$ cat src/rtl/cascade_timer_pkg.sv
package cascade_timer_pkg;
   typedef enum logic [1:0] {
      SEL_COUNT  = 2'd0,
      SEL_RELOAD = 2'd1,
      SEL_CTRL   = 2'd2,
      SEL_SNAP   = 2'd3
   } reg_sel_e;

   localparam int CB_EN   = 0;
   localparam int CB_ARLD = 1;
   localparam int CB_LOAD = 2;
   localparam int CB_IEN  = 3;
   localparam int CB_PEND = 4;
   localparam int CB_CHN  = 5;
   localparam int CB_HALT = 6;
endpackage

$ cat src/rtl/timer_chan.sv
module timer_chan
   import cascade_timer_pkg::*;
#(
   parameter int CNT_W    = 32,
   parameter int RLD_W    = 24,
   parameter bit HAS_PREV = 1'b1
) (
   input  logic             clk,
   input  logic             rst_n,
   input  logic             tick_i,
   input  logic             halt_i,
   input  logic             prev_uf_i,
   input  logic             latch_i,
   input  logic             wr_cnt_i,
   input  logic             wr_rld_i,
   input  logic             wr_ctl_i,
   input  logic [31:0]      wdata_i,
   output logic [CNT_W-1:0] cnt_o,
   output logic [RLD_W-1:0] rld_o,
   output logic [CNT_W-1:0] snap_o,
   output logic [CB_CHN:0]  ctl_o,
   output logic             uf_o
);
   logic [CNT_W-1:0] cnt_q, snap_q, rld_ext;
   logic [RLD_W-1:0] rld_q;
   logic             en_q, arld_q, ien_q, pend_q, chn_q;
   logic             src, step, load_req;
   logic             unused_wdata;

   assign unused_wdata = ^wdata_i;
   assign rld_ext  = CNT_W'(rld_q);
   assign load_req = wr_ctl_i && wdata_i[CB_LOAD];

   if (HAS_PREV) begin : g_chain
      always_ff @(posedge clk or negedge rst_n)
         if (!rst_n)        chn_q <= 1'b0;
         else if (wr_ctl_i) chn_q <= wdata_i[CB_CHN];
      assign src = chn_q ? prev_uf_i : tick_i;
   end else begin : g_head
      assign chn_q = 1'b0;
      assign src   = tick_i;
   end

   assign step = en_q && !halt_i && src;
   assign uf_o = step && (cnt_q == '0);

   always_ff @(posedge clk or negedge rst_n)
      if (!rst_n)        cnt_q <= '0;
      else if (wr_cnt_i) cnt_q <= wdata_i[CNT_W-1:0];
      else if (load_req) cnt_q <= rld_ext;
      else if (uf_o)     cnt_q <= arld_q ? rld_ext : '1;
      else if (step)     cnt_q <= cnt_q - 1'b1;

   always_ff @(posedge clk or negedge rst_n)
      if (!rst_n) begin
         en_q <= 1'b0; arld_q <= 1'b0; ien_q <= 1'b0;
      end else if (wr_ctl_i) begin
         en_q   <= wdata_i[CB_EN];
         arld_q <= wdata_i[CB_ARLD];
         ien_q  <= wdata_i[CB_IEN];
      end

   always_ff @(posedge clk or negedge rst_n)
      if (!rst_n)                                pend_q <= 1'b0;
      else if (uf_o && ien_q)                    pend_q <= 1'b1;
      else if (wr_ctl_i && wdata_i[CB_PEND])     pend_q <= 1'b0;

   always_ff @(posedge clk or negedge rst_n)
      if (!rst_n)        rld_q <= '0;
      else if (wr_rld_i) rld_q <= wdata_i[RLD_W-1:0];

   always_ff @(posedge clk or negedge rst_n)
      if (!rst_n)       snap_q <= '0;
      else if (latch_i) snap_q <= cnt_q;

   assign cnt_o  = cnt_q;
   assign rld_o  = rld_q;
   assign snap_o = snap_q;
   assign ctl_o  = {chn_q, pend_q, ien_q, 1'b0, arld_q, en_q};

   assert_pend_sticky_R8: assert property (@(posedge clk) disable iff (!rst_n)
      pend_q && !(wr_ctl_i && wdata_i[CB_PEND]) |=> pend_q);
   assert_pend_set_R8: assert property (@(posedge clk) disable iff (!rst_n)
      uf_o && ien_q |=> pend_q);
   assert_halt_hold_R9: assert property (@(posedge clk) disable iff (!rst_n)
      halt_i && !wr_cnt_i && !load_req |=> $stable(cnt_q));
   assert_wrap_R6: assert property (@(posedge clk) disable iff (!rst_n)
      uf_o && !arld_q && !wr_cnt_i && !load_req |=> &cnt_q);
   assert_reload_R6: assert property (@(posedge clk) disable iff (!rst_n)
      uf_o && arld_q && !wr_cnt_i && !load_req |=> cnt_q == CNT_W'($past(rld_q)));
   assert_load_R4: assert property (@(posedge clk) disable iff (!rst_n)
      load_req && !wr_cnt_i |=> cnt_q == CNT_W'($past(rld_q)));
   assert_idle_R5: assert property (@(posedge clk) disable iff (!rst_n)
      !en_q && !wr_cnt_i && !load_req |=> $stable(cnt_q));
   assert_snap_R10: assert property (@(posedge clk) disable iff (!rst_n)
      latch_i |=> snap_q == $past(cnt_q));
endmodule

$ cat src/rtl/timer_regmux.sv
module timer_regmux
   import cascade_timer_pkg::*;
#(
   parameter int NUM_TIMERS = 4,
   parameter int CNT_W      = 32,
   parameter int RLD_W      = 24,
   parameter int ADDR_W     = 6
) (
   input  logic [ADDR_W-1:0]                  addr_i,
   input  logic                               halt_i,
   input  logic [NUM_TIMERS-1:0][CNT_W-1:0]   cnt_i,
   input  logic [NUM_TIMERS-1:0][RLD_W-1:0]   rld_i,
   input  logic [NUM_TIMERS-1:0][CNT_W-1:0]   snap_i,
   input  logic [NUM_TIMERS-1:0][CB_CHN:0]    ctl_i,
   output logic [31:0]                        rdata_o
);
   localparam int IDX_W = ADDR_W - 4;
   logic [IDX_W-1:0] idx;
   logic             unused_lsb;

   assign idx        = addr_i[ADDR_W-1:4];
   assign unused_lsb = ^addr_i[1:0];

   always_comb begin
      rdata_o = '0;
      if (int'(idx) < NUM_TIMERS) begin
         case (reg_sel_e'(addr_i[3:2]))
            SEL_COUNT:  rdata_o = 32'(cnt_i[idx]);
            SEL_RELOAD: rdata_o = 32'(rld_i[idx]);
            SEL_CTRL: begin
               rdata_o[CB_CHN:0] = ctl_i[idx];
               rdata_o[CB_HALT]  = halt_i;
            end
            default:    rdata_o = 32'(snap_i[idx]);
         endcase
      end
   end
endmodule

$ cat src/rtl/cascade_timer_bank.sv
module cascade_timer_bank
   import cascade_timer_pkg::*;
#(
   parameter  int NUM_TIMERS = 4,
   parameter  int CNT_W      = 32,
   parameter  int RLD_W      = 24,
   localparam int ADDR_W     = $clog2(NUM_TIMERS) + 4
) (
   input  logic                  clk,
   input  logic                  rst_n,
   input  logic                  tick_i,
   input  logic                  halt_i,
   input  logic                  latch_i,
   input  logic                  bus_wr_i,
   input  logic [ADDR_W-1:0]     bus_addr_i,
   input  logic [31:0]           bus_wdata_i,
   output logic [31:0]           bus_rdata_o,
   output logic [NUM_TIMERS-1:0] irq_o
);
   if (NUM_TIMERS < 2 || NUM_TIMERS > 16) begin : g_bad_count
      $error("NUM_TIMERS must lie in 2..16");
   end
   if (CNT_W < 2 || CNT_W > 32) begin : g_bad_cnt
      $error("CNT_W must lie in 2..32");
   end
   if (RLD_W < 1 || RLD_W > CNT_W) begin : g_bad_rld
      $error("RLD_W must lie in 1..CNT_W");
   end

   logic [NUM_TIMERS-1:0][CNT_W-1:0] cnt_all, snap_all;
   logic [NUM_TIMERS-1:0][RLD_W-1:0] rld_all;
   logic [NUM_TIMERS-1:0][CB_CHN:0]  ctl_all;
   logic [NUM_TIMERS-1:0]            uf, prev_uf;
   logic [ADDR_W-5:0]                wr_idx;
   reg_sel_e                         wr_sel;

   assign wr_idx  = bus_addr_i[ADDR_W-1:4];
   assign wr_sel  = reg_sel_e'(bus_addr_i[3:2]);
   assign prev_uf = {uf[NUM_TIMERS-2:0], 1'b0};

   for (genvar n = 0; n < NUM_TIMERS; n++) begin : g_chan
      logic hit;
      assign hit = bus_wr_i && (int'(wr_idx) == n);

      timer_chan #(
         .CNT_W    (CNT_W),
         .RLD_W    (RLD_W),
         .HAS_PREV (n > 0)
      ) u_chan (
         .clk       (clk),
         .rst_n     (rst_n),
         .tick_i    (tick_i),
         .halt_i    (halt_i),
         .prev_uf_i (prev_uf[n]),
         .latch_i   (latch_i),
         .wr_cnt_i  (hit && wr_sel == SEL_COUNT),
         .wr_rld_i  (hit && wr_sel == SEL_RELOAD),
         .wr_ctl_i  (hit && wr_sel == SEL_CTRL),
         .wdata_i   (bus_wdata_i),
         .cnt_o     (cnt_all[n]),
         .rld_o     (rld_all[n]),
         .snap_o    (snap_all[n]),
         .ctl_o     (ctl_all[n]),
         .uf_o      (uf[n])
      );

      assign irq_o[n] = ctl_all[n][CB_PEND];
   end

   timer_regmux #(
      .NUM_TIMERS (NUM_TIMERS),
      .CNT_W      (CNT_W),
      .RLD_W      (RLD_W),
      .ADDR_W     (ADDR_W)
   ) u_regmux (
      .addr_i  (bus_addr_i),
      .halt_i  (halt_i),
      .cnt_i   (cnt_all),
      .rld_i   (rld_all),
      .snap_i  (snap_all),
      .ctl_i   (ctl_all),
      .rdata_o (bus_rdata_o)
   );

   assert_halt_no_uf_R9: assert property (@(posedge clk) disable iff (!rst_n)
      halt_i |-> uf == '0);
   assert_head_no_chain_R7: assert property (@(posedge clk) disable iff (!rst_n)
      ctl_all[0][CB_CHN] == 1'b0);
endmodule

$ cat config.mk
export PLATFORM = sky130hd
export DESIGN_NAME = cascade_timer_bank
export DESIGN_NICKNAME = d
export VERILOG_FILES = /design/src/rtl/cascade_timer_pkg.sv /design/src/rtl/timer_chan.sv /design/src/rtl/timer_regmux.sv /design/src/rtl/cascade_timer_bank.sv
export SDC_FILE = /design/constraint.sdc
export NUM_CORES = 1
export LEC_CHECK = 0
export ABC_AREA = 1
export BUFFER_PORTS_ARGS = -buffer_cell sky130_fd_sc_hd__buf_4
export CAP_MARGIN = 20
export CORE_ASPECT_RATIO = 0.5
export CORE_MARGIN = 5
export CORE_UTILIZATION = 39
export CTS_CLUSTER_SIZE = 28
export DETAILED_ROUTE_END_ITERATION = 16
export PLACE_DENSITY = 0.58
export SLEW_MARGIN = 20
export SYNTH_ARGS = -nofsm -noshare
export SYNTH_HDL_FRONTEND = slang
export SYNTH_SLANG_ARGS = --single-unit
$ cat constraint.sdc
create_clock -name clk -period 3.4 [get_ports clk]
set_clock_uncertainty 0.15 [all_clocks]
set_input_delay 0.85 -clock clk [delete_from_list [all_inputs] [get_ports clk]]
set_output_delay 0.85 -clock clk [all_outputs]
set_load 0.1 [all_outputs]
==> results.json <==
{
  "finalHoldViolCount": 0,
  "vias_per_cell": 5.64,
  "initial_utilization_pct": 39.2,
  "drc": 0,
  "drtIter0Drc": 2531,
  "synth_edf_count": 0,
  "cp.required_ps": 2400,
  "clkTransAtPathRegs_ps": 60,
  "p_seq_share_pct": 38.1,
  "wl_per_cell_um": 23.5,
  "die_h_um": 177,
  "hpwl_um": 69400,
  "crit_arrival_ps": 2420,
  "critPathSlowestCell": "o21ai_0",
  "clk_path_buf_depth": 3,
  "ys_types": 52,
  "hp-class": "input pin to async pin",
  "p_leak_nw": 12.1,
  "cap_violations": 0,
  "fp-row-count": 61,
  "power.share.clock_pct": 24.9,
  "grt.total_usage_pct": 29.7,
  "p_int_w": 0.0111,
  "yosys.area.top_type": "dfrtp_1",
  "tritoncts": "yes",
  "die-area_mm2": 0.0605,
  "ys_ff_latch": 371,
  "max_freq_mhz": 293,
  "grt_first_pass_wirelength_um": 135000,
  "cp-start-kind": "input pin",
  "synth.most_common_cell": "nand2_1",
  "syn2layout_area_growth_pct": 21.3,
  "dr_total_vias": 21800,
  "synth_cells": 2914,
  "fin_crit_sh_pct": 101,
  "gp_congestion": 1.03,
  "final_max_slew_viol_count": 0,
  "overflow": 0,
  "max_stage_delay_ps": 360,
  "clk_latency_ps": 570,
  "ir_drop_mv": 0.367,
  "antenna_left": 0,
  "seqCellArea_mm2": 0.00928,
  "violations": "negative setup slack",
  "yosysWarnings": 0,
  "nFillCells": 5465,
  "path_max_fanout": 24,
  "cts-htree-levels": 2,
  "syn_nets": 2964,
  "fin_util_pct": 47.5,
  "clock-sinks": 371,
  "diodes": 0,
  "critPathKind": "input pin to primary output",
  "pwr-share-comb_pct": 37.0,
  "tightest_slew_ps": 993,
  "io_pins": 80,
  "synth_area_leaders": "dfrtp_1 43%, nand2_1 10%, o21ai_0 8.2%",
  "coreArea_mm2": 0.0552,
  "rsz0062_at_grt": "yes",
  "p_per_area_mw_per_mm2": 726,
  "cts_buffers": 39,
  "cts_root_buf": "clkbuf_16",
  "endpoint_kind": "primary output",
  "final.setup.tns_ps": -18.0,
  "hold_buffers": 0,
  "setup_viol": 1,
  "synthArstFlopShare_pct": 100,
  "post-route-min-period_ps": 3420,
  "switching_share_pct": 41.7,
  "syn_area_mm2": 0.0216,
  "postCtsSetupBuffers": 0,
  "synthFlopType": "dfrtp_1",
  "cp_cell_sequence": "buf_4 > inv_2 > nor2_4 > inv_2 > buf_12 > o21ai_0 > o21ai_0 > nand3_1 > buf_6",
  "syn_avg_cell_area_um2": 7.42,
  "dp_slack_ps": -84.5,
  "die_w_um": 343,
  "slew_headroom_pct": 33.2,
  "finalHoldWorstSlack_ps": 119,
  "yosysTopAreaCellShare_pct": 42.9,
  "grt_pass1_vias": 20500,
  "yosys-top-cells-count": "576 x nand2_1, 371 x dfrtp_1, 354 x o21ai_0",
  "dr.pass1.iters": 6,
  "grt_max_degree": 87,
  "finalWorstSetupSlack_ps": -18.0,
  "routed_wl_um": 90800,
  "multi_input_area_mm2": 0.0104,
  "power_switching_w": 0.00795,
  "port_buffers": 77,
  "seq_area_frac_synth_pct": 42.9,
  "grt_antenna_before_repair": 0,
  "nets": 3129,
  "drive_above_1_share_pct": 15.6,
  "status": "finished, violations left"
}
-- state kept, by name (all words and copies together) (netlist names) --
name	cells
g_chan.u_chan.rld_o	96
g_chan.u_chan.snap_o	128
g_chan.u_chan.ien_q	4
g_chan.u_chan.chn_q	3
g_chan.u_chan.cnt_o	128
g_chan.u_chan.arld_q	4
g_chan.u_chan.en_q	4
g_chan.u_chan.pend_q	4
-- worst max-delay path: cells and delay by family --
family	cells	cell delay, ps
AOI/OAI and AO/OA	2	510
buffers and inverters	5	710
and+or+nand+nor	2	340
-- routing by layer --
layer / global-route usage [%] / vias to the layer above / share of wire (%)
li1: - / 10100 / -
met1: 42.7 / 10500 / 44
met4: 8.95 / 0 / 3.7
met3: 6.63 / 159 / 9.7
met2: 44.9 / 1044 / 43
met5: 0 / - / 0
-- cell type report --
| class | instances | share of cell area (%) |
|---|---|---|
| Clock buffer | 54 | 4.36 |
| Sequential cell | 371 | 35.4 |
| Multi-Input combinational cell | 1989 | 39.5 |
| Timing Repair Buffer | 289 | 10.6 |
| Inverter | 389 | 5.60 |
| Clock inverter | 18 | 0.906 |
| Tap cell | 756 | 3.61 |
-- layout by cell type (no fill, tap or decap), types with 5 or more instances in the layout --
| master | instances |
|---|---|
| a22oi_1 | 38 |
| ha_1 | 6 |
| clkbuf_1 | 5 |
| nor2_4 | 11 |
| clkbuf_8 | 9 |
| nand2_1 | 574 |
| buf_12 | 43 |
| o221ai_1 | 43 |
| o211ai_1 | 25 |
| buf_4 | 228 |
| nor4_1 | 7 |
| nand3_2 | 7 |
| o21ai_1 | 11 |
| nand2_4 | 9 |
| nand2_2 | 10 |
| nand4_1 | 34 |
| a22o_1 | 5 |
| nand3_1 | 158 |
| inv_2 | 32 |
| a22oi_2 | 8 |
| xor2_1 | 81 |
| a21oi_1 | 155 |
| a31oi_1 | 24 |
| o22ai_1 | 112 |
| nor2_2 | 26 |
| o21ai_0 | 344 |
| buf_6 | 16 |
| clkinv_2 | 8 |
| clkbuf_16 | 40 |
| nor3_1 | 27 |
| nor2_1 | 229 |
| bufinv_16 | 5 |
| o2111ai_1 | 7 |
| dfrtp_1 | 371 |
| inv_1 | 352 |
-- power by group through the flow --
stage | Clock (W) | Sequential (W) | Combinational [W]
final | 0.00474 | 0.00724 | 0.00705
after floorplan | 0 | 0.00680 | 0.00465
after CTS | 0.00481 | 0.00721 | 0.00692
after global placement | 0 | 0.00726 | 0.00678
after global routing | 0.00499 | 0.00743 | 0.00776
after detailed placement | 0 | 0.00729 | 0.00686
-- kinds of logic after synthesis --
group | count (synthesis) | share of synthesized area (%)
AO/OA/AOI/OAI | 790 | 21.1
XOR/XNOR | 84 | 3.40
adder cells (fa/ha/maj) | 6 | 0.347
buffers and inverters | 554 | 10.0
flip-flops | 371 | 42.9
multiplexers | 2 | 0.104
AND/OR/NAND/NOR | 1107 | 22.1
-- stage by stage --
step / power [W] / instance area, µm² / instances
after floorplan: 0.0115 / 21800 / 2914
after global placement: 0.0140 / 24700 / 3794
after detailed placement: 0.0141 / 24700 / 3794
after CTS: 0.0189 / 26100 / 3866
after global routing: 0.0202 / 26200 / 3866
final: 0.0190 / 26200 / 3866
-- what timing repair did --
item                                   CTS  global route
gates resized for setup                 11            33
setup endpoints to repair               11            23
cloned                                   0             0
endpoints found under the hold margin    0             0
pin swaps                                0             4
-- path summary, 6_finish.rpt --
kind | from | cells past startpoint | end | slack [ps]
hold reg to reg | g_chan[0].u_chan.cnt_o[13] | 2 | g_chan[0].u_chan.snap_o[13] | 330
setup reg to reg | g_chan[1].u_chan.cnt_o[0] | 17 | g_chan[3].u_chan.cnt_o[6] | 170
max in group asynchronous | rst_n | 2 | g_chan[0].u_chan.snap_o[27] | 2160
min in group clk | g_chan[0].u_chan.cnt_o[13] | 2 | g_chan[0].u_chan.snap_o[13] | 330
hold / removal | rst_n | 1 | g_chan[2].u_chan.snap_o[1] | 120
setup / recovery | bus_addr_i[4] | 9 | bus_rdata_o[8] | -20
No activity file was read; power rests on OpenSTA's default activity.
